--- src/rtl/mwf_pkg.sv ---
package mwf_pkg;

  typedef enum logic [1:0] {
    PK_WRITE = 2'd0,
    PK_ERASE = 2'd1,
    PK_WRAL  = 2'd2,
    PK_ERAL  = 2'd3
  } prog_kind_e;

  typedef enum logic [2:0] {
    SQ_IDLE,
    SQ_HDR,
    SQ_DATA,
    SQ_READ,
    SQ_DONE
  } seq_state_e;

  localparam logic [1:0] OP_EXT   = 2'b00;
  localparam logic [1:0] OP_WRITE = 2'b01;
  localparam logic [1:0] OP_READ  = 2'b10;
  localparam logic [1:0] OP_ERASE = 2'b11;

  localparam logic [1:0] EXT_LOCK   = 2'b00;
  localparam logic [1:0] EXT_FILL   = 2'b01;
  localparam logic [1:0] EXT_WIPE   = 2'b10;
  localparam logic [1:0] EXT_UNLOCK = 2'b11;

endpackage

--- src/rtl/mwf_pin_sync.sv ---
module mwf_pin_sync #(
  parameter int WIDTH  = 3,
  parameter int STAGES = 2
) (
  input  logic             clk,
  input  logic             rst_n,
  input  logic [WIDTH-1:0] pin_i,
  output logic [WIDTH-1:0] pin_o
);

  logic [WIDTH-1:0] stage_q [STAGES];

  always_ff @(posedge clk or negedge rst_n) begin
    if (!rst_n) stage_q[0] <= '0;
    else        stage_q[0] <= pin_i;
  end

  for (genvar g = 1; g < STAGES; g++) begin : g_stage
    always_ff @(posedge clk or negedge rst_n) begin
      if (!rst_n) stage_q[g] <= '0;
      else        stage_q[g] <= stage_q[g-1];
    end
  end

  assign pin_o = stage_q[STAGES-1];

endmodule

--- src/rtl/mwf_cmd_seq.sv ---
module mwf_cmd_seq
  import mwf_pkg::*;
#(
  parameter int ADDR_W = 6,
  parameter int DATA_W = 16
) (
  input  logic              clk,
  input  logic              rst_n,
  input  logic              cs_act,
  input  logic              sk_rise,
  input  logic              di_i,
  output logic              rd_go,
  output logic [ADDR_W-1:0] rd_addr,
  output logic              req_go,
  output prog_kind_e        req_kind,
  output logic [ADDR_W-1:0] req_addr,
  output logic [DATA_W-1:0] req_data,
  output logic              wen_q
);

  localparam int HDR_W = 2 + ADDR_W;
  localparam int CNT_W = $clog2(DATA_W > HDR_W ? DATA_W : HDR_W);

  seq_state_e         state_q;
  logic [CNT_W-1:0]   cnt_q;
  logic [HDR_W-1:0]   hdr_q;
  logic [DATA_W-1:0]  dat_q;
  prog_kind_e         pend_kind_q;
  logic [ADDR_W-1:0]  pend_addr_q;

  logic [HDR_W-1:0]  hdr_next;
  logic [DATA_W-1:0] dat_next;
  logic [1:0]        op_w;
  logic [ADDR_W-1:0] addr_w;
  logic [1:0]        ext_w;

  always_comb begin
    hdr_next = {hdr_q[HDR_W-2:0], di_i};
    dat_next = {dat_q[DATA_W-2:0], di_i};
    op_w     = hdr_next[HDR_W-1:HDR_W-2];
    addr_w   = hdr_next[ADDR_W-1:0];
    ext_w    = addr_w[ADDR_W-1:ADDR_W-2];
  end

  always_ff @(posedge clk or negedge rst_n) begin
    if (!rst_n) begin
      state_q     <= SQ_IDLE;
      cnt_q       <= '0;
      hdr_q       <= '0;
      dat_q       <= '0;
      pend_kind_q <= PK_WRITE;
      pend_addr_q <= '0;
      rd_go       <= 1'b0;
      rd_addr     <= '0;
      req_go      <= 1'b0;
      req_kind    <= PK_WRITE;
      req_addr    <= '0;
      req_data    <= '0;
      wen_q       <= 1'b0;
    end else if (!cs_act) begin
      state_q <= SQ_IDLE;
      cnt_q   <= '0;
      rd_go   <= 1'b0;
      req_go  <= 1'b0;
    end else begin
      rd_go  <= 1'b0;
      req_go <= 1'b0;
      if (sk_rise) begin
        unique case (state_q)
          SQ_IDLE: begin
            if (di_i) begin
              state_q <= SQ_HDR;
              cnt_q   <= '0;
            end
          end
          SQ_HDR: begin
            hdr_q <= hdr_next;
            cnt_q <= cnt_q + 1'b1;
            if (cnt_q == CNT_W'(HDR_W - 1)) begin
              cnt_q <= '0;
              unique case (op_w)
                OP_READ: begin
                  rd_go   <= 1'b1;
                  rd_addr <= addr_w;
                  state_q <= SQ_READ;
                end
                OP_WRITE: begin
                  pend_kind_q <= PK_WRITE;
                  pend_addr_q <= addr_w;
                  state_q     <= SQ_DATA;
                end
                OP_ERASE: begin
                  req_go   <= wen_q;
                  req_kind <= PK_ERASE;
                  req_addr <= addr_w;
                  req_data <= '1;
                  state_q  <= SQ_DONE;
                end
                default: begin
                  unique case (ext_w)
                    EXT_UNLOCK: begin
                      wen_q   <= 1'b1;
                      state_q <= SQ_DONE;
                    end
                    EXT_LOCK: begin
                      wen_q   <= 1'b0;
                      state_q <= SQ_DONE;
                    end
                    EXT_FILL: begin
                      pend_kind_q <= PK_WRAL;
                      pend_addr_q <= '0;
                      state_q     <= SQ_DATA;
                    end
                    default: begin
                      req_go   <= wen_q;
                      req_kind <= PK_ERAL;
                      req_addr <= '0;
                      req_data <= '1;
                      state_q  <= SQ_DONE;
                    end
                  endcase
                end
              endcase
            end
          end
          SQ_DATA: begin
            dat_q <= dat_next;
            cnt_q <= cnt_q + 1'b1;
            if (cnt_q == CNT_W'(DATA_W - 1)) begin
              req_go   <= wen_q;
              req_kind <= pend_kind_q;
              req_addr <= pend_addr_q;
              req_data <= dat_next;
              state_q  <= SQ_DONE;
            end
          end
          default: state_q <= state_q;
        endcase
      end
    end
  end

endmodule

--- src/rtl/mwf_read_ser.sv ---
module mwf_read_ser #(
  parameter int ADDR_W = 6,
  parameter int DATA_W = 16
) (
  input  logic              clk,
  input  logic              rst_n,
  input  logic              cs_act,
  input  logic              sk_rise,
  input  logic              rd_go,
  input  logic [ADDR_W-1:0] start_addr,
  input  logic [DATA_W-1:0] rd_data_i,
  output logic              rd_en_o,
  output logic [ADDR_W-1:0] rd_addr_o,
  output logic              do_o,
  output logic              do_oe_o
);

  localparam int BIT_W = $clog2(DATA_W);

  logic              active_q;
  logic              load_q;
  logic [DATA_W-1:0] word_q;
  logic [BIT_W-1:0]  bidx_q;

  always_ff @(posedge clk or negedge rst_n) begin
    if (!rst_n) begin
      active_q  <= 1'b0;
      load_q    <= 1'b0;
      word_q    <= '0;
      bidx_q    <= '0;
      rd_en_o   <= 1'b0;
      rd_addr_o <= '0;
      do_o      <= 1'b0;
      do_oe_o   <= 1'b0;
    end else if (!cs_act) begin
      active_q <= 1'b0;
      load_q   <= 1'b0;
      rd_en_o  <= 1'b0;
      do_o     <= 1'b0;
      do_oe_o  <= 1'b0;
    end else begin
      rd_en_o <= 1'b0;
      load_q  <= rd_en_o;
      if (load_q) word_q <= rd_data_i;
      if (rd_go) begin
        active_q  <= 1'b1;
        rd_addr_o <= start_addr;
        rd_en_o   <= 1'b1;
        bidx_q    <= '0;
        do_o      <= 1'b0;
        do_oe_o   <= 1'b1;
      end else if (active_q && sk_rise) begin
        do_o   <= word_q[DATA_W-1];
        word_q <= {word_q[DATA_W-2:0], 1'b0};
        bidx_q <= bidx_q + 1'b1;
        if (bidx_q == BIT_W'(DATA_W - 1)) begin
          bidx_q    <= '0;
          rd_addr_o <= rd_addr_o + 1'b1;
          rd_en_o   <= 1'b1;
        end
      end
    end
  end

endmodule

--- src/rtl/mwf_req_slot.sv ---
module mwf_req_slot
  import mwf_pkg::*;
#(
  parameter int ADDR_W = 6,
  parameter int DATA_W = 16
) (
  input  logic              clk,
  input  logic              rst_n,
  input  logic              go_i,
  input  prog_kind_e        kind_i,
  input  logic [ADDR_W-1:0] addr_i,
  input  logic [DATA_W-1:0] data_i,
  output logic              valid_o,
  input  logic              ready_i,
  output logic [1:0]        kind_o,
  output logic [ADDR_W-1:0] addr_o,
  output logic [DATA_W-1:0] data_o
);

  logic slot_free;
  assign slot_free = !valid_o || ready_i;

  always_ff @(posedge clk or negedge rst_n) begin
    if (!rst_n) begin
      valid_o <= 1'b0;
      kind_o  <= '0;
      addr_o  <= '0;
      data_o  <= '0;
    end else begin
      if (valid_o && ready_i) valid_o <= 1'b0;
      if (go_i && slot_free) begin
        valid_o <= 1'b1;
        kind_o  <= kind_i;
        addr_o  <= addr_i;
        data_o  <= data_i;
      end
    end
  end

endmodule

--- src/rtl/mw_eeprom_front.sv ---
module mw_eeprom_front
  import mwf_pkg::*;
#(
  parameter int ADDR_W      = 6,
  parameter int DATA_W      = 16,
  parameter int SYNC_STAGES = 2
) (
  input  logic              clk,
  input  logic              rst_n,
  input  logic              cs_i,
  input  logic              sk_i,
  input  logic              di_i,
  output logic              do_o,
  output logic              do_oe_o,
  output logic              rd_en_o,
  output logic [ADDR_W-1:0] rd_addr_o,
  input  logic [DATA_W-1:0] rd_data_i,
  output logic              prog_valid_o,
  input  logic              prog_ready_i,
  output logic [1:0]        prog_kind_o,
  output logic [ADDR_W-1:0] prog_addr_o,
  output logic [DATA_W-1:0] prog_data_o
);

  logic [2:0]        pins_s;
  logic              cs_s, sk_s, di_s;
  logic              sk_prev_q, sk_rise;
  logic              rd_go;
  logic [ADDR_W-1:0] rd_start;
  logic              req_go;
  prog_kind_e        req_kind;
  logic [ADDR_W-1:0] req_addr;
  logic [DATA_W-1:0] req_data;
  logic              wen_q;

  mwf_pin_sync #(.WIDTH(3), .STAGES(SYNC_STAGES)) u_sync (
    .clk   (clk),
    .rst_n (rst_n),
    .pin_i ({cs_i, sk_i, di_i}),
    .pin_o (pins_s)
  );

  assign cs_s = pins_s[2];
  assign sk_s = pins_s[1];
  assign di_s = pins_s[0];

  always_ff @(posedge clk or negedge rst_n) begin
    if (!rst_n) sk_prev_q <= 1'b0;
    else        sk_prev_q <= sk_s;
  end
  assign sk_rise = sk_s && !sk_prev_q;

  mwf_cmd_seq #(.ADDR_W(ADDR_W), .DATA_W(DATA_W)) u_seq (
    .clk      (clk),
    .rst_n    (rst_n),
    .cs_act   (cs_s),
    .sk_rise  (sk_rise),
    .di_i     (di_s),
    .rd_go    (rd_go),
    .rd_addr  (rd_start),
    .req_go   (req_go),
    .req_kind (req_kind),
    .req_addr (req_addr),
    .req_data (req_data),
    .wen_q    (wen_q)
  );

  mwf_read_ser #(.ADDR_W(ADDR_W), .DATA_W(DATA_W)) u_rd (
    .clk        (clk),
    .rst_n      (rst_n),
    .cs_act     (cs_s),
    .sk_rise    (sk_rise),
    .rd_go      (rd_go),
    .start_addr (rd_start),
    .rd_data_i  (rd_data_i),
    .rd_en_o    (rd_en_o),
    .rd_addr_o  (rd_addr_o),
    .do_o       (do_o),
    .do_oe_o    (do_oe_o)
  );

  mwf_req_slot #(.ADDR_W(ADDR_W), .DATA_W(DATA_W)) u_slot (
    .clk     (clk),
    .rst_n   (rst_n),
    .go_i    (req_go),
    .kind_i  (req_kind),
    .addr_i  (req_addr),
    .data_i  (req_data),
    .valid_o (prog_valid_o),
    .ready_i (prog_ready_i),
    .kind_o  (prog_kind_o),
    .addr_o  (prog_addr_o),
    .data_o  (prog_data_o)
  );

endmodule

--- config.mk ---
export PLATFORM = sky130hd
export DESIGN_NAME = mw_eeprom_front
export DESIGN_NICKNAME = d
export VERILOG_FILES = /design/src/rtl/mwf_pkg.sv /design/src/rtl/mwf_pin_sync.sv /design/src/rtl/mwf_cmd_seq.sv /design/src/rtl/mwf_read_ser.sv /design/src/rtl/mwf_req_slot.sv /design/src/rtl/mw_eeprom_front.sv
export SDC_FILE = /design/constraint.sdc
export NUM_CORES = 1
export LEC_CHECK = 0
export ABC_AREA = 1
export BUFFER_PORTS_ARGS = -buffer_cell sky130_fd_sc_hd__buf_4
export CAP_MARGIN = 20
export CORE_ASPECT_RATIO = 0.6
export CORE_MARGIN = 2
export CORE_UTILIZATION = 55
export DETAILED_ROUTE_END_ITERATION = 10
export HOLD_SLACK_MARGIN = 0.1
export PLACE_DENSITY = 0.72
export SYNTH_ARGS = -nofsm -noshare
export SYNTH_HDL_FRONTEND = slang
export SYNTH_SLANG_ARGS = --single-unit
--- constraint.sdc ---
create_clock -name clk -period 2.3 [get_ports clk]
set_clock_uncertainty 0.2 [all_clocks]
set_input_delay 0.115 -clock clk [delete_from_list [all_inputs] [get_ports clk]]
set_output_delay 0.115 -clock clk [all_outputs]
set_load 0.02 [all_outputs]
==> results of run 1 <==
==> logic make-up after synthesis <==
| group | synth area share |
|---|---|
| simple gates | 0.234 |
| flops | 0.545 |
| compound gates | 0.0811 |
| buf+inv | 0.0628 |
| mux | 0.0483 |
| fa+ha+maj | 0.0250 |
| xor+xnor | 0.00437 |
==> cell type report <==
| type | instances | share of cell area |
|---|---|---|
| flip-flops and latches | 131 | 0.445 |
| multi-input cells | 436 | 0.320 |
| inverters | 50 | 0.0255 |
| repair buffers | 91 | 0.104 |
| clock inverters | 13 | 0.0216 |
| well taps | 139 | 0.0236 |
| clock buffers | 19 | 0.0601 |
==> Yosys cell counts, drive strengths merged <==
library cell,number
nand2,189
dfrtp,131
o21ai,68
nor2,56
nand3,52
inv,50
buf,24
mux2,24
ha,12
a21oi,11
nand4,7
o21a,4
clkbuf,3
and3,2
mux2i,2
nor3,2
xor2,2
a211oi,1
nand3b,1
o22ai,1
or2,1
xnor2,1
==> worst min path at each step <==
stage | from | to | slack [ns] | cells past startpoint
2_1_floorplan | rst_n | sk_prev_q | -0.38 | 0
3_3_place_gp | rst_n | u_rd.rd_addr_o[4] | -0.04 | 1
3_5_place_dp | rst_n | u_rd.rd_addr_o[2] | -0.03 | 1
4_1_cts | di_i | u_sync.stage_q[3] | 0.15 | 2
5_1_grt | di_i | u_sync.stage_q[3] | 0.14 | 2
6_report | u_sync.stage_q[3] | u_sync.pin_o[0] | 0.15 | 0
==> registers in the layout, summed over array words and instances (netlist names), 3 cells and up <==
| register | count |
|---|---|
| u_seq.state_q | 3 |
| u_seq.req_addr | 6 |
| u_rd.word_q | 16 |
| u_rd.bidx_q | 4 |
| u_seq.cnt_q | 4 |
| u_seq.dat_q | 15 |
| u_sync.stage_q | 3 |
| u_seq.req_data | 16 |
| u_seq.pend_addr_q | 6 |
| u_seq.rd_addr | 6 |
| u_slot.data_o | 16 |
| u_seq.hdr_q | 7 |
| u_rd.rd_addr_o | 6 |
| u_slot.addr_o | 6 |
| u_sync.pin_o | 3 |
==> worst max-delay path, stage by stage, from the launching register on <==
cell	delay (ns)
sky130_fd_sc_hd__dfrtp_1	0.41
sky130_fd_sc_hd__inv_1	0.13
sky130_fd_sc_hd__ha_1	0.33
sky130_fd_sc_hd__nand3_1	0.10
sky130_fd_sc_hd__nand2_2	0.09
sky130_fd_sc_hd__nor2_8	0.17
sky130_fd_sc_hd__nand3_4	0.28
sky130_fd_sc_hd__nand2_1	0.16
sky130_fd_sc_hd__nand2_1	0.06
==> placed cells by master (no fill, tap or decap), drive strengths merged <==
cell / n
mux2i: 2
inv: 51
clkinv: 3
nand2: 189
nor3: 2
dlygate4sd3: 22
nand3: 52
bufinv: 3
o21a: 4
clkbuf: 19
buf: 69
o22ai: 1
and3: 2
mux2: 24
or2: 1
a211oi: 1
dfrtp: 131
nand4: 7
a21oi: 11
ha: 12
clkinvlp: 6
nor2: 56
xnor2: 1
nand3b: 1
o21ai: 68
xor2: 2
==> repair_timing <==
item,in CTS,in global routing
endpoints found under the hold margin,151,0
buffers inserted,0,0
hold buffers,22,0
==> per-layer routing <==
layer / wire [microns] / up-vias / global-route usage
met4: 167 / 0 / 0.0689
met5: 0 / - / 0
met3: 634 / 19 / 0.0632
met1: 6420 / 2236 / 0.342
li1: - / 2245 / -
met2: 5500 / 112 / 0.351
==> per-stage QoR <==
stage                util  std cells  instance area (sq um)
detailed placement  0.618        825                   6540
finish              0.695        879                   7360
global placement    0.618        825                   6540
floorplan               -        644                   6020
CTS                 0.695        879                   7360
global route        0.695        879                   7360
==> power groups by stage <==
| stage | registers, mW | logic [mW] | clock network (mW) |
|---|---|---|---|
| 4_1_cts | 2.64 | 0.759 | 2.76 |
| 3_5_place_dp | 2.68 | 0.721 | 0 |
| 3_3_place_gp | 2.68 | 0.692 | 0 |
| 2_1_floorplan | 2.63 | 0.570 | 0 |
| 6_report | 2.65 | 0.755 | 2.74 |
| 5_1_grt | 2.67 | 0.857 | 2.89 |
==> metrics.txt, run 1 <==
# TYPE chip_impl_metric gauge
chip_impl_info{name="outcome",value="finished clean"} 1
chip_impl_metric{name="grt_max_degree",unit=""} 51
chip_impl_info{name="worst_r2r_endpoint",value="u_seq.req_data[5]"} 1
chip_impl_metric{name="synth_area_per_cell",unit="sq um"} 9.34
chip_impl_metric{name="synthDistinctLibCells",unit=""} 36
chip_impl_metric{name="cts.sinks",unit=""} 131
chip_impl_info{name="synth_top_cell_by_area",value="sky130_fd_sc_hd__dfrtp_1"} 1
chip_impl_metric{name="antenna_cells_inserted",unit=""} 0
chip_impl_metric{name="ys.warnings.count",unit=""} 0
chip_impl_metric{name="post_drt_via_cell_ratio",unit=""} 5.25
chip_impl_metric{name="groute.usage.overall",unit=""} 0.235
chip_impl_metric{name="timing.setup.tns",unit="ns"} 0
chip_impl_metric{name="cp.arrival",unit="ns"} 2.16
chip_impl_info{name="root_buffer",value="sky130_fd_sc_hd__clkbuf_16"} 1
chip_impl_metric{name="cts_repair_resize_count",unit=""} 0
chip_impl_metric{name="dpl_worst_slack",unit="ns"} 0.253
chip_impl_metric{name="timing.hold.ws",unit="ns"} 0.151
chip_impl_metric{name="timing.final.crit_period",unit="ns"} 2.07
chip_impl_metric{name="worst-r2r-setup-slack",unit="ns"} 0.23
chip_impl_metric{name="dieArea",unit="sq um"} 11800
chip_impl_metric{name="syn_nets",unit=""} 678
chip_impl_metric{name="synth_sequential_area_ratio",unit=""} 0.545
chip_impl_info{name="crit_end",value="u_seq.req_data[5]"} 1
chip_impl_metric{name="maxcap_viol_count",unit=""} 0
chip_impl_info{name="rr_startpoint",value="u_seq.hdr_q[5]"} 1
chip_impl_info{name="startpoint_class_of_the_critical_path",value="flop"} 1
chip_impl_metric{name="power_leakage",unit="nW"} 3.65
chip_impl_metric{name="wire_length_of_the_first_global_routing_pass",unit="microns"} 22000
chip_impl_info{name="grt_setup_unrepaired",value="false"} 1
chip_impl_metric{name="number_of_instances_in_the_synthesized_netlist",unit=""} 644
chip_impl_metric{name="die_w",unit="microns"} 139
chip_impl_metric{name="power_switching_share",unit=""} 0.268
chip_impl_metric{name="seqPwrFrac",unit=""} 0.431
chip_impl_info{name="worstSetupEndpointType",value="flop"} 1
chip_impl_metric{name="post_route_cells_drive_above_1_share",unit=""} 0.218
chip_impl_metric{name="start_util",unit=""} 0.568
chip_impl_metric{name="pwr-share-clk",unit=""} 0.446
chip_impl_metric{name="total_half_perimeter_wirelength_after_legalization_and_detailed_placement",unit="microns"} 8540
chip_impl_metric{name="routed_wl",unit="microns"} 12700
chip_impl_metric{name="hold_viol",unit=""} 0
chip_impl_metric{name="mappedNetlistArea",unit="sq um"} 6020
chip_impl_metric{name="detailroute.via_count",unit=""} 4612
chip_impl_info{name="cp-startpoint",value="u_seq.hdr_q[5]"} 1
chip_impl_metric{name="numPortBuffers",unit=""} 55
chip_impl_metric{name="gp_routability_congestion",unit=""} 0.858
chip_impl_metric{name="timing.slew.headroom",unit=""} 0.596
chip_impl_metric{name="number_of_fill_cells",unit=""} 833
chip_impl_metric{name="netSwitchingPower",unit="mW"} 1.64
chip_impl_metric{name="final.period_utilization",unit=""} 0.898
chip_impl_info{name="synth.top_cells.by_area",value="sky130_fd_sc_hd__dfrtp_1, sky130_fd_sc_hd__nand2_1, sky130_fd_sc_hd__o21ai_0, sky130_fd_sc_hd__mux2_2, sky130_fd_sc_hd__nand3_1"} 1
chip_impl_metric{name="clock_tree.buffer_depth",unit=""} 2
chip_impl_metric{name="floorplan.rows",unit=""} 29
chip_impl_metric{name="layout.nets",unit=""} 761
chip_impl_metric{name="critical_path_required",unit="ns"} 2.40
chip_impl_metric{name="path_clk_slew",unit="ns"} 0.06
chip_impl_metric{name="grt.overflow.total",unit=""} 0
chip_impl_metric{name="drtPass1Iterations",unit=""} 5
chip_impl_metric{name="layout.area.seq",unit="sq um"} 3280
chip_impl_info{name="hold_path_class",value="reg2reg"} 1
chip_impl_metric{name="timing.final.setup_violations",unit=""} 0
chip_impl_metric{name="fmax",unit="MHz"} 484
chip_impl_metric{name="ant_nets",unit=""} 0
chip_impl_metric{name="final_critical_path_setup_slack",unit="ns"} 0.234
chip_impl_metric{name="htree_num_levels",unit=""} 4
chip_impl_metric{name="max_slew.worst_pin.slew",unit="ns"} 0.605
chip_impl_metric{name="power.internal",unit="mW"} 4.50
chip_impl_metric{name="post-route-drc-count",unit=""} 0
chip_impl_metric{name="p_per_area",unit="nW/um^2"} 834
chip_impl_metric{name="drt_iter0_markers",unit=""} 296
chip_impl_metric{name="timing_max_transition_violations_final",unit=""} 0
chip_impl_metric{name="via_count_of_the_first_global_routing_pass",unit=""} 4514
chip_impl_metric{name="areaGrowthSynthToFinish",unit="%"} 22.4
chip_impl_metric{name="yosysTopAreaCellShare",unit=""} 0.545
chip_impl_metric{name="pwr-share-comb",unit=""} 0.123
chip_impl_metric{name="footprint_of_the_multi_input_gates",unit="sq um"} 2360
chip_impl_metric{name="ys_ff_latch",unit=""} 131
chip_impl_metric{name="wire_per_inst",unit="microns"} 14.5
chip_impl_metric{name="clock_insertion_delay_worst_skew",unit="ns"} 0.41
chip_impl_metric{name="io_pins",unit=""} 56
chip_impl_metric{name="fp.coreArea",unit="sq um"} 10600
chip_impl_metric{name="die_y",unit="microns"} 85.0
chip_impl_metric{name="worstPathMaxFanout",unit=""} 24
chip_impl_metric{name="power.total",unit="mW"} 6.14
chip_impl_metric{name="worst_ir_drop_vdd",unit="mV"} 0.594
chip_impl_metric{name="cts_bufs_inserted",unit=""} 17
chip_impl_metric{name="antenna_found_initial",unit=""} 0
chip_impl_info{name="crit_type",value="reg2reg"} 1
chip_impl_metric{name="ff2ff_path_depth",unit=""} 8
chip_impl_info{name="tritoncts",value="built"} 1
Power figures use the tool's default switching activity.
==> inputs of run 2 (changes only) <==
--- a/config.mk
+++ b/config.mk
@@ -13,7 +13,7 @@
 export CORE_UTILIZATION = 55
 export DETAILED_ROUTE_END_ITERATION = 10
 export HOLD_SLACK_MARGIN = 0.1
-export PLACE_DENSITY = 0.72
+export PLACE_DENSITY_LB_ADDON = 0.08
 export SYNTH_ARGS = -nofsm -noshare
 export SYNTH_HDL_FRONTEND = slang
 export SYNTH_SLANG_ARGS = --single-unit
==> metrics.txt, run 2 (synthesized netlist as in run 1, its figures left out) <==
# TYPE chip_impl_metric gauge
chip_impl_metric{name="timing.final.crit_period",unit="ns"} 2.07
chip_impl_metric{name="gp_routability_congestion",unit=""} 0.883
chip_impl_info{name="outcome",value="finished clean"} 1
chip_impl_metric{name="hold_viol",unit=""} 0
chip_impl_metric{name="detailroute.via_count",unit=""} 4535
chip_impl_metric{name="io_pins",unit=""} 56
chip_impl_metric{name="pwr-share-comb",unit=""} 0.120
chip_impl_metric{name="groute.usage.overall",unit=""} 0.229
chip_impl_metric{name="final.period_utilization",unit=""} 0.901
chip_impl_metric{name="power_leakage",unit="nW"} 3.65
chip_impl_metric{name="power_switching_share",unit=""} 0.255
chip_impl_metric{name="timing.setup.tns",unit="ns"} 0
chip_impl_info{name="worstSetupEndpointType",value="flop"} 1
chip_impl_metric{name="die_w",unit="microns"} 139
chip_impl_info{name="root_buffer",value="sky130_fd_sc_hd__clkbuf_16"} 1
chip_impl_metric{name="pwr-share-clk",unit=""} 0.451
chip_impl_metric{name="cp.arrival",unit="ns"} 2.16
chip_impl_metric{name="cts_bufs_inserted",unit=""} 17
chip_impl_metric{name="routed_wl",unit="microns"} 12500
chip_impl_info{name="crit_type",value="reg2reg"} 1
chip_impl_metric{name="post_drt_via_cell_ratio",unit=""} 5.19
chip_impl_metric{name="via_count_of_the_first_global_routing_pass",unit=""} 4362
chip_impl_metric{name="p_per_area",unit="nW/um^2"} 840
chip_impl_metric{name="post-route-drc-count",unit=""} 0
chip_impl_metric{name="die_y",unit="microns"} 85.0
chip_impl_info{name="most_common_cell_after_layout_fill_and_taps_aside",value="sky130_fd_sc_hd__nand2_1"} 1
chip_impl_info{name="layout.cells.most_common_list",value="sky130_fd_sc_hd__nand2_1, sky130_fd_sc_hd__dfrtp_1, sky130_fd_sc_hd__buf_4"} 1
chip_impl_metric{name="layout.nets",unit=""} 758
chip_impl_info{name="cp-startpoint",value="u_seq.hdr_q[5]"} 1
chip_impl_metric{name="dieArea",unit="sq um"} 11800
chip_impl_metric{name="wire_length_of_the_first_global_routing_pass",unit="microns"} 21600
chip_impl_metric{name="areaGrowthSynthToFinish",unit="%"} 21.8
chip_impl_metric{name="seqPwrFrac",unit=""} 0.430
chip_impl_metric{name="worstPathMaxFanout",unit=""} 24
chip_impl_metric{name="cts.sinks",unit=""} 131
chip_impl_metric{name="floorplan.rows",unit=""} 29
chip_impl_metric{name="max_slew.worst_pin.slew",unit="ns"} 0.677
chip_impl_metric{name="timing.final.setup_violations",unit=""} 0
chip_impl_metric{name="antenna_cells_inserted",unit=""} 0
chip_impl_metric{name="drtPass1Iterations",unit=""} 5
chip_impl_metric{name="drt_iter0_markers",unit=""} 331
chip_impl_metric{name="fp.coreArea",unit="sq um"} 10600
chip_impl_metric{name="power.internal",unit="mW"} 4.59
chip_impl_metric{name="fmax",unit="MHz"} 483
chip_impl_metric{name="start_util",unit=""} 0.568
chip_impl_metric{name="wire_per_inst",unit="microns"} 14.3
chip_impl_info{name="rr_startpoint",value="u_seq.hdr_q[5]"} 1
chip_impl_metric{name="timing_max_transition_violations_final",unit=""} 0
chip_impl_metric{name="ant_nets",unit=""} 0
chip_impl_info{name="largest_regs",value="u_rd.word_q x16, u_seq.req_data x16, u_slot.data_o x16"} 1
chip_impl_metric{name="fin_area",unit="sq um"} 7330
chip_impl_metric{name="grt_max_degree",unit=""} 132
chip_impl_metric{name="post-cts-setup-buffer-count",unit=""} 0
chip_impl_metric{name="htree_num_levels",unit=""} 4
chip_impl_metric{name="worst_ir_drop_vdd",unit="mV"} 0.616
chip_impl_metric{name="antenna_found_initial",unit=""} 0
chip_impl_metric{name="maxcap_viol_count",unit=""} 0
chip_impl_metric{name="clock_insertion_delay_worst_skew",unit="ns"} 0.41
chip_impl_info{name="grt_setup_unrepaired",value="false"} 1
chip_impl_info{name="tritoncts",value="built"} 1
chip_impl_metric{name="critical_path_required",unit="ns"} 2.39
chip_impl_metric{name="path_clk_slew",unit="ns"} 0.06
chip_impl_metric{name="total_half_perimeter_wirelength_after_legalization_and_detailed_placement",unit="microns"} 8370
chip_impl_metric{name="dpl_cell_area",unit="sq um"} 6520
chip_impl_metric{name="timing.slew.headroom",unit=""} 0.549
chip_impl_metric{name="grt.overflow.total",unit=""} 0
chip_impl_info{name="hold_path_class",value="in2async"} 1
chip_impl_metric{name="numPortBuffers",unit=""} 55
chip_impl_metric{name="timing.hold.ws",unit="ns"} 0.145
chip_impl_metric{name="clock_tree.buffer_depth",unit=""} 2
chip_impl_metric{name="post_route_cells_drive_above_1_share",unit=""} 0.214
chip_impl_metric{name="netSwitchingPower",unit="mW"} 1.57
chip_impl_info{name="startpoint_class_of_the_critical_path",value="flop"} 1
run 2: final timing paths:
check	to	slack, ns	cells after the start
hold reg to reg	u_sync.pin_o[0]	0.15	0
min in group clk	u_sync.pin_o[0]	0.15	0
setup / recovery	u_seq.req_addr[4]	0.23	8
max in group asynchronous	u_seq.req_go	1.23	3
setup reg to reg	u_seq.req_addr[4]	0.23	8
hold / removal	u_sync.stage_q[4]	0.15	3
run 2: power groups by stage:
stage          combinational, mW  clock, mW  sequential [mW]
5_1_grt                    0.840       2.92             2.67
2_1_floorplan              0.570          0             2.63
6_report                   0.738       2.78             2.65
4_1_cts                    0.742       2.83             2.64
3_5_place_dp               0.707          0             2.68
3_3_place_gp               0.683          0             2.68
run 2: layout make-up:
class                           instances  area (sq um)
Tap cell                              139           174
Timing Repair Buffer                   88           726
Clock inverter                         11           161
Inverter                               50           188
Fill cell                             825          3270
Multi-Input combinational cell        436          2360
Sequential cell                       131          3280
Clock buffer                           19           443
run 2: routing by layer:
| metal | vias up | track usage | wire, microns |
|---|---|---|---|
| li1 | 2236 | - | - |
| met1 | 2194 | 0.360 | 6580 |
| met2 | 95 | 0.320 | 5240 |
| met3 | 10 | 0.0547 | 580 |
| met4 | 0 | 0.0579 | 91 |
| met5 | - | 0 | 0 |
run 2: timing repair:
item / in CTS / in global routing
hold buffers: 21 / 0
endpoints found under the hold margin: 151 / 0
gates resized for setup: 0 / 0
run 2: stage by stage:
| stage | setup slack [ns] | util | power [mW] | cells |
|---|---|---|---|---|
| after floorplan | 0.559 | - | 3.20 | 644 |
| after global placement | 0.347 | 0.615 | 3.36 | 823 |
| after detailed placement | 0.252 | 0.615 | 3.39 | 823 |
| after CTS | 0.233 | 0.692 | 6.22 | 874 |
| after global routing | 0.0576 | 0.692 | 6.43 | 874 |
| final | 0.228 | 0.692 | 6.16 | 874 |
run 2: critical path, stage by stage, from the launching register on:
cell and delay, ns:
sky130_fd_sc_hd__dfrtp_1 0.41, sky130_fd_sc_hd__inv_1 0.16, sky130_fd_sc_hd__ha_1 0.28, sky130_fd_sc_hd__nand3_1 0.10, sky130_fd_sc_hd__nand2_2 0.09, sky130_fd_sc_hd__nor2_8 0.20, sky130_fd_sc_hd__nand3_4 0.29, sky130_fd_sc_hd__nand2_1 0.15
sky130_fd_sc_hd__nand2_1 0.06
==> inputs of run 3 (changes only) <==
--- a/config.mk
+++ b/config.mk
@@ -8,12 +8,12 @@
 export ABC_AREA = 1
 export BUFFER_PORTS_ARGS = -buffer_cell sky130_fd_sc_hd__buf_4
 export CAP_MARGIN = 20
-export CORE_ASPECT_RATIO = 0.6
 export CORE_MARGIN = 2
-export CORE_UTILIZATION = 55
+export CORE_UTILIZATION = 29
 export DETAILED_ROUTE_END_ITERATION = 10
 export HOLD_SLACK_MARGIN = 0.1
 export PLACE_DENSITY_LB_ADDON = 0.08
+export SLEW_MARGIN = 0
 export SYNTH_ARGS = -nofsm -noshare
 export SYNTH_HDL_FRONTEND = slang
 export SYNTH_SLANG_ARGS = --single-unit
==> metrics.txt, run 3 (synthesized netlist as in run 1, its figures left out) <==
# TYPE chip_impl_metric gauge
chip_impl_metric{name="post_drt_via_cell_ratio",unit=""} 4.37
chip_impl_metric{name="cts.sinks",unit=""} 131
chip_impl_info{name="cpMaxStageDelayCell",value="sky130_fd_sc_hd__dfrtp_1"} 1
chip_impl_info{name="crit_end",value="u_seq.pend_addr_q[1]"} 1
chip_impl_info{name="outcome",value="finished clean"} 1
chip_impl_metric{name="drtPass1Iterations",unit=""} 6
chip_impl_metric{name="ant_nets",unit=""} 0
chip_impl_info{name="worst_r2r_endpoint",value="u_seq.pend_addr_q[1]"} 1
chip_impl_metric{name="critical_path_required",unit="ns"} 2.39
chip_impl_metric{name="post-cts-setup-buffer-count",unit=""} 0
chip_impl_metric{name="post_route_cells_drive_above_1_share",unit=""} 0.225
chip_impl_metric{name="post-route-drc-count",unit=""} 0
chip_impl_metric{name="cp.arrival",unit="ns"} 2.10
chip_impl_metric{name="layout.nets",unit=""} 768
chip_impl_info{name="grt_setup_unrepaired",value="false"} 1
chip_impl_metric{name="max_slew.worst_pin.slew",unit="ns"} 0.511
chip_impl_metric{name="areaGrowthSynthToFinish",unit="%"} 26.3
chip_impl_info{name="tritoncts",value="built"} 1
chip_impl_metric{name="final.period_utilization",unit=""} 0.873
chip_impl_metric{name="p_per_area",unit="nW/um^2"} 822
chip_impl_metric{name="worst_ir_drop_vdd",unit="mV"} 0.525
chip_impl_metric{name="routed_wl",unit="microns"} 13800
chip_impl_metric{name="timing.slew.headroom",unit=""} 0.660
chip_impl_metric{name="grt_max_degree",unit=""} 52
chip_impl_metric{name="fp.coreArea",unit="sq um"} 20300
chip_impl_metric{name="total_half_perimeter_wirelength_after_legalization_and_detailed_placement",unit="microns"} 9640
chip_impl_metric{name="power.total",unit="mW"} 6.25
chip_impl_metric{name="fmax",unit="MHz"} 498
chip_impl_metric{name="via_count_of_the_first_global_routing_pass",unit=""} 4541
chip_impl_info{name="rr_startpoint",value="u_seq.hdr_q[5]"} 1
chip_impl_info{name="layout.cells.most_common_list",value="sky130_fd_sc_hd__nand2_1, sky130_fd_sc_hd__dfrtp_1, sky130_fd_sc_hd__buf_4"} 1
chip_impl_metric{name="antenna_found_initial",unit=""} 0
chip_impl_metric{name="timing.hold.ws",unit="ns"} 0.137
chip_impl_metric{name="wire_length_of_the_first_global_routing_pass",unit="microns"} 23200
chip_impl_metric{name="start_util",unit=""} 0.296
chip_impl_metric{name="htree_num_levels",unit=""} 4
chip_impl_info{name="crit_type",value="reg2reg"} 1
chip_impl_metric{name="worst-r2r-setup-slack",unit="ns"} 0.29
chip_impl_metric{name="timing_max_transition_violations_final",unit=""} 0
chip_impl_metric{name="worstPathMaxFanout",unit=""} 14
chip_impl_metric{name="path_clk_slew",unit="ns"} 0.06
chip_impl_metric{name="pwr-share-comb",unit=""} 0.121
chip_impl_info{name="most_common_cell_after_layout_fill_and_taps_aside",value="sky130_fd_sc_hd__nand2_1"} 1
chip_impl_metric{name="placed_cells",unit=""} 963
chip_impl_metric{name="power_switching_share",unit=""} 0.261
chip_impl_info{name="startpoint_class_of_the_critical_path",value="flop"} 1
chip_impl_metric{name="clock_insertion_delay_worst_skew",unit="ns"} 0.42
chip_impl_metric{name="seqPwrFrac",unit=""} 0.422
chip_impl_info{name="worstSetupEndpointType",value="flop"} 1
chip_impl_metric{name="timing.final.setup_violations",unit=""} 0
chip_impl_info{name="largest_regs",value="u_rd.word_q x16, u_seq.req_data x16, u_slot.data_o x16"} 1
chip_impl_metric{name="pwr-share-clk",unit=""} 0.457
chip_impl_metric{name="ff2ff_path_depth",unit=""} 6
chip_impl_info{name="hold_path_class",value="in2reg"} 1
chip_impl_metric{name="wire_per_inst",unit="microns"} 13.6
chip_impl_metric{name="timing.final.crit_period",unit="ns"} 2.01
chip_impl_metric{name="critPathMaxStageDelay",unit="ns"} 0.39
chip_impl_info{name="cp-startpoint",value="u_seq.hdr_q[5]"} 1
chip_impl_metric{name="gp_routability_congestion",unit=""} 0.778
chip_impl_info{name="root_buffer",value="sky130_fd_sc_hd__clkbuf_16"} 1
chip_impl_metric{name="detailroute.via_count",unit=""} 4449
chip_impl_metric{name="power_leakage",unit="nW"} 3.70
chip_impl_metric{name="antenna_cells_inserted",unit=""} 0
chip_impl_metric{name="grt.overflow.total",unit=""} 0
chip_impl_metric{name="netSwitchingPower",unit="mW"} 1.63
chip_impl_metric{name="cts_bufs_inserted",unit=""} 17
chip_impl_metric{name="dieArea",unit="sq um"} 21900
chip_impl_metric{name="maxcap_viol_count",unit=""} 0
chip_impl_metric{name="power.internal",unit="mW"} 4.62
chip_impl_metric{name="drt_iter0_markers",unit=""} 206
chip_impl_metric{name="timing.setup.tns",unit="ns"} 0
chip_impl_metric{name="die_y",unit="microns"} 148
chip_impl_info{name="critical_path_cell_sequence",value="inv_1, ha_1, nor3_1, nand3_2, nand2_1, o21ai_2"} 1
chip_impl_metric{name="finish.cell_count_without_fillers",unit=""} 1017
chip_impl_metric{name="io_pins",unit=""} 56
chip_impl_metric{name="floorplan.rows",unit=""} 52
chip_impl_metric{name="clock_tree.buffer_depth",unit=""} 2
chip_impl_metric{name="die_w",unit="microns"} 148
chip_impl_metric{name="hold_viol",unit=""} 0
chip_impl_metric{name="numPortBuffers",unit=""} 55
chip_impl_metric{name="groute.usage.overall",unit=""} 0.135
[run 3: cell count changes in the layout (fill, tap and decap cells not counted), sizes merged]
cell / change
clkinvlp: +3
buf: +9
clkinv: -2
dlygate4sd3: +1
inv: +1
[run 3: worst min path at each step]
stage,from,slack [ns],cells past startpoint,end
floorplan,rst_n,-0.38,0,sk_prev_q
global placement,rst_n,-0.1,1,u_seq.req_go
detailed placement,rst_n,-0.09,1,u_seq.req_go
CTS,di_i,0.12,2,u_sync.stage_q[3]
global route,di_i,0.13,2,u_sync.stage_q[3]
finish,di_i,0.14,2,u_sync.stage_q[3]
[run 3: metal layers]
| metal | global-route usage | wire length (microns) | vias up |
|---|---|---|---|
| li1 | - | - | 2260 |
| met1 | 0.185 | 6960 | 2111 |
| met2 | 0.210 | 6260 | 65 |
| met3 | 0.0333 | 446 | 13 |
| met4 | 0.0414 | 148 | 0 |
| met5 | 0 | 0 | - |
[run 3: repair_timing]
| item | in CTS | in global routing |
|---|---|---|
| resized for setup | 0 | 0 |
| endpoints found under the setup margin | 0 | 0 |
| hold buffers | 22 | 0 |
| endpoints found under the hold margin | 151 | 0 |
[run 3: layout make-up]
cell class                      instances  area [sq um]
Fill cell                            2072         12700
Sequential cell                       131          3280
Multi-Input combinational cell        436          2360
Timing Repair Buffer                   98           807
Clock buffer                           19           443
Tap cell                              270           338
Inverter                               50           188
Clock inverter                         13           183
[run 3: power by group through the flow]
stage	combinational (mW)	clock [mW]	sequential [mW]
4_1_cts	0.777	2.94	2.64
5_1_grt	0.861	3.04	2.67
6_report	0.757	2.85	2.64
3_5_place_dp	0.748	0	2.68
2_1_floorplan	0.570	0	2.63
3_3_place_gp	0.734	0	2.68
[run 3: through the flow]
stage                     cell area, sq um  setup WS, ns   util
after floorplan                       6020         0.559      -
after global placement                6750         0.344  0.333
after detailed placement              6750         0.301  0.333
after CTS                             7600         0.280  0.374
after global routing                  7600         0.142  0.374
final                                 7600         0.292  0.374
[run 3: worst max-delay path: cells and delay by family (launching register included)]
family,cells,cell delay [ns]
and+or+nand+nor,3,0.84
buffers and inverters,1,0.11
DFF,1,0.39
adders and majority gates,1,0.26
AOI/OAI and AO/OA,1,0.06
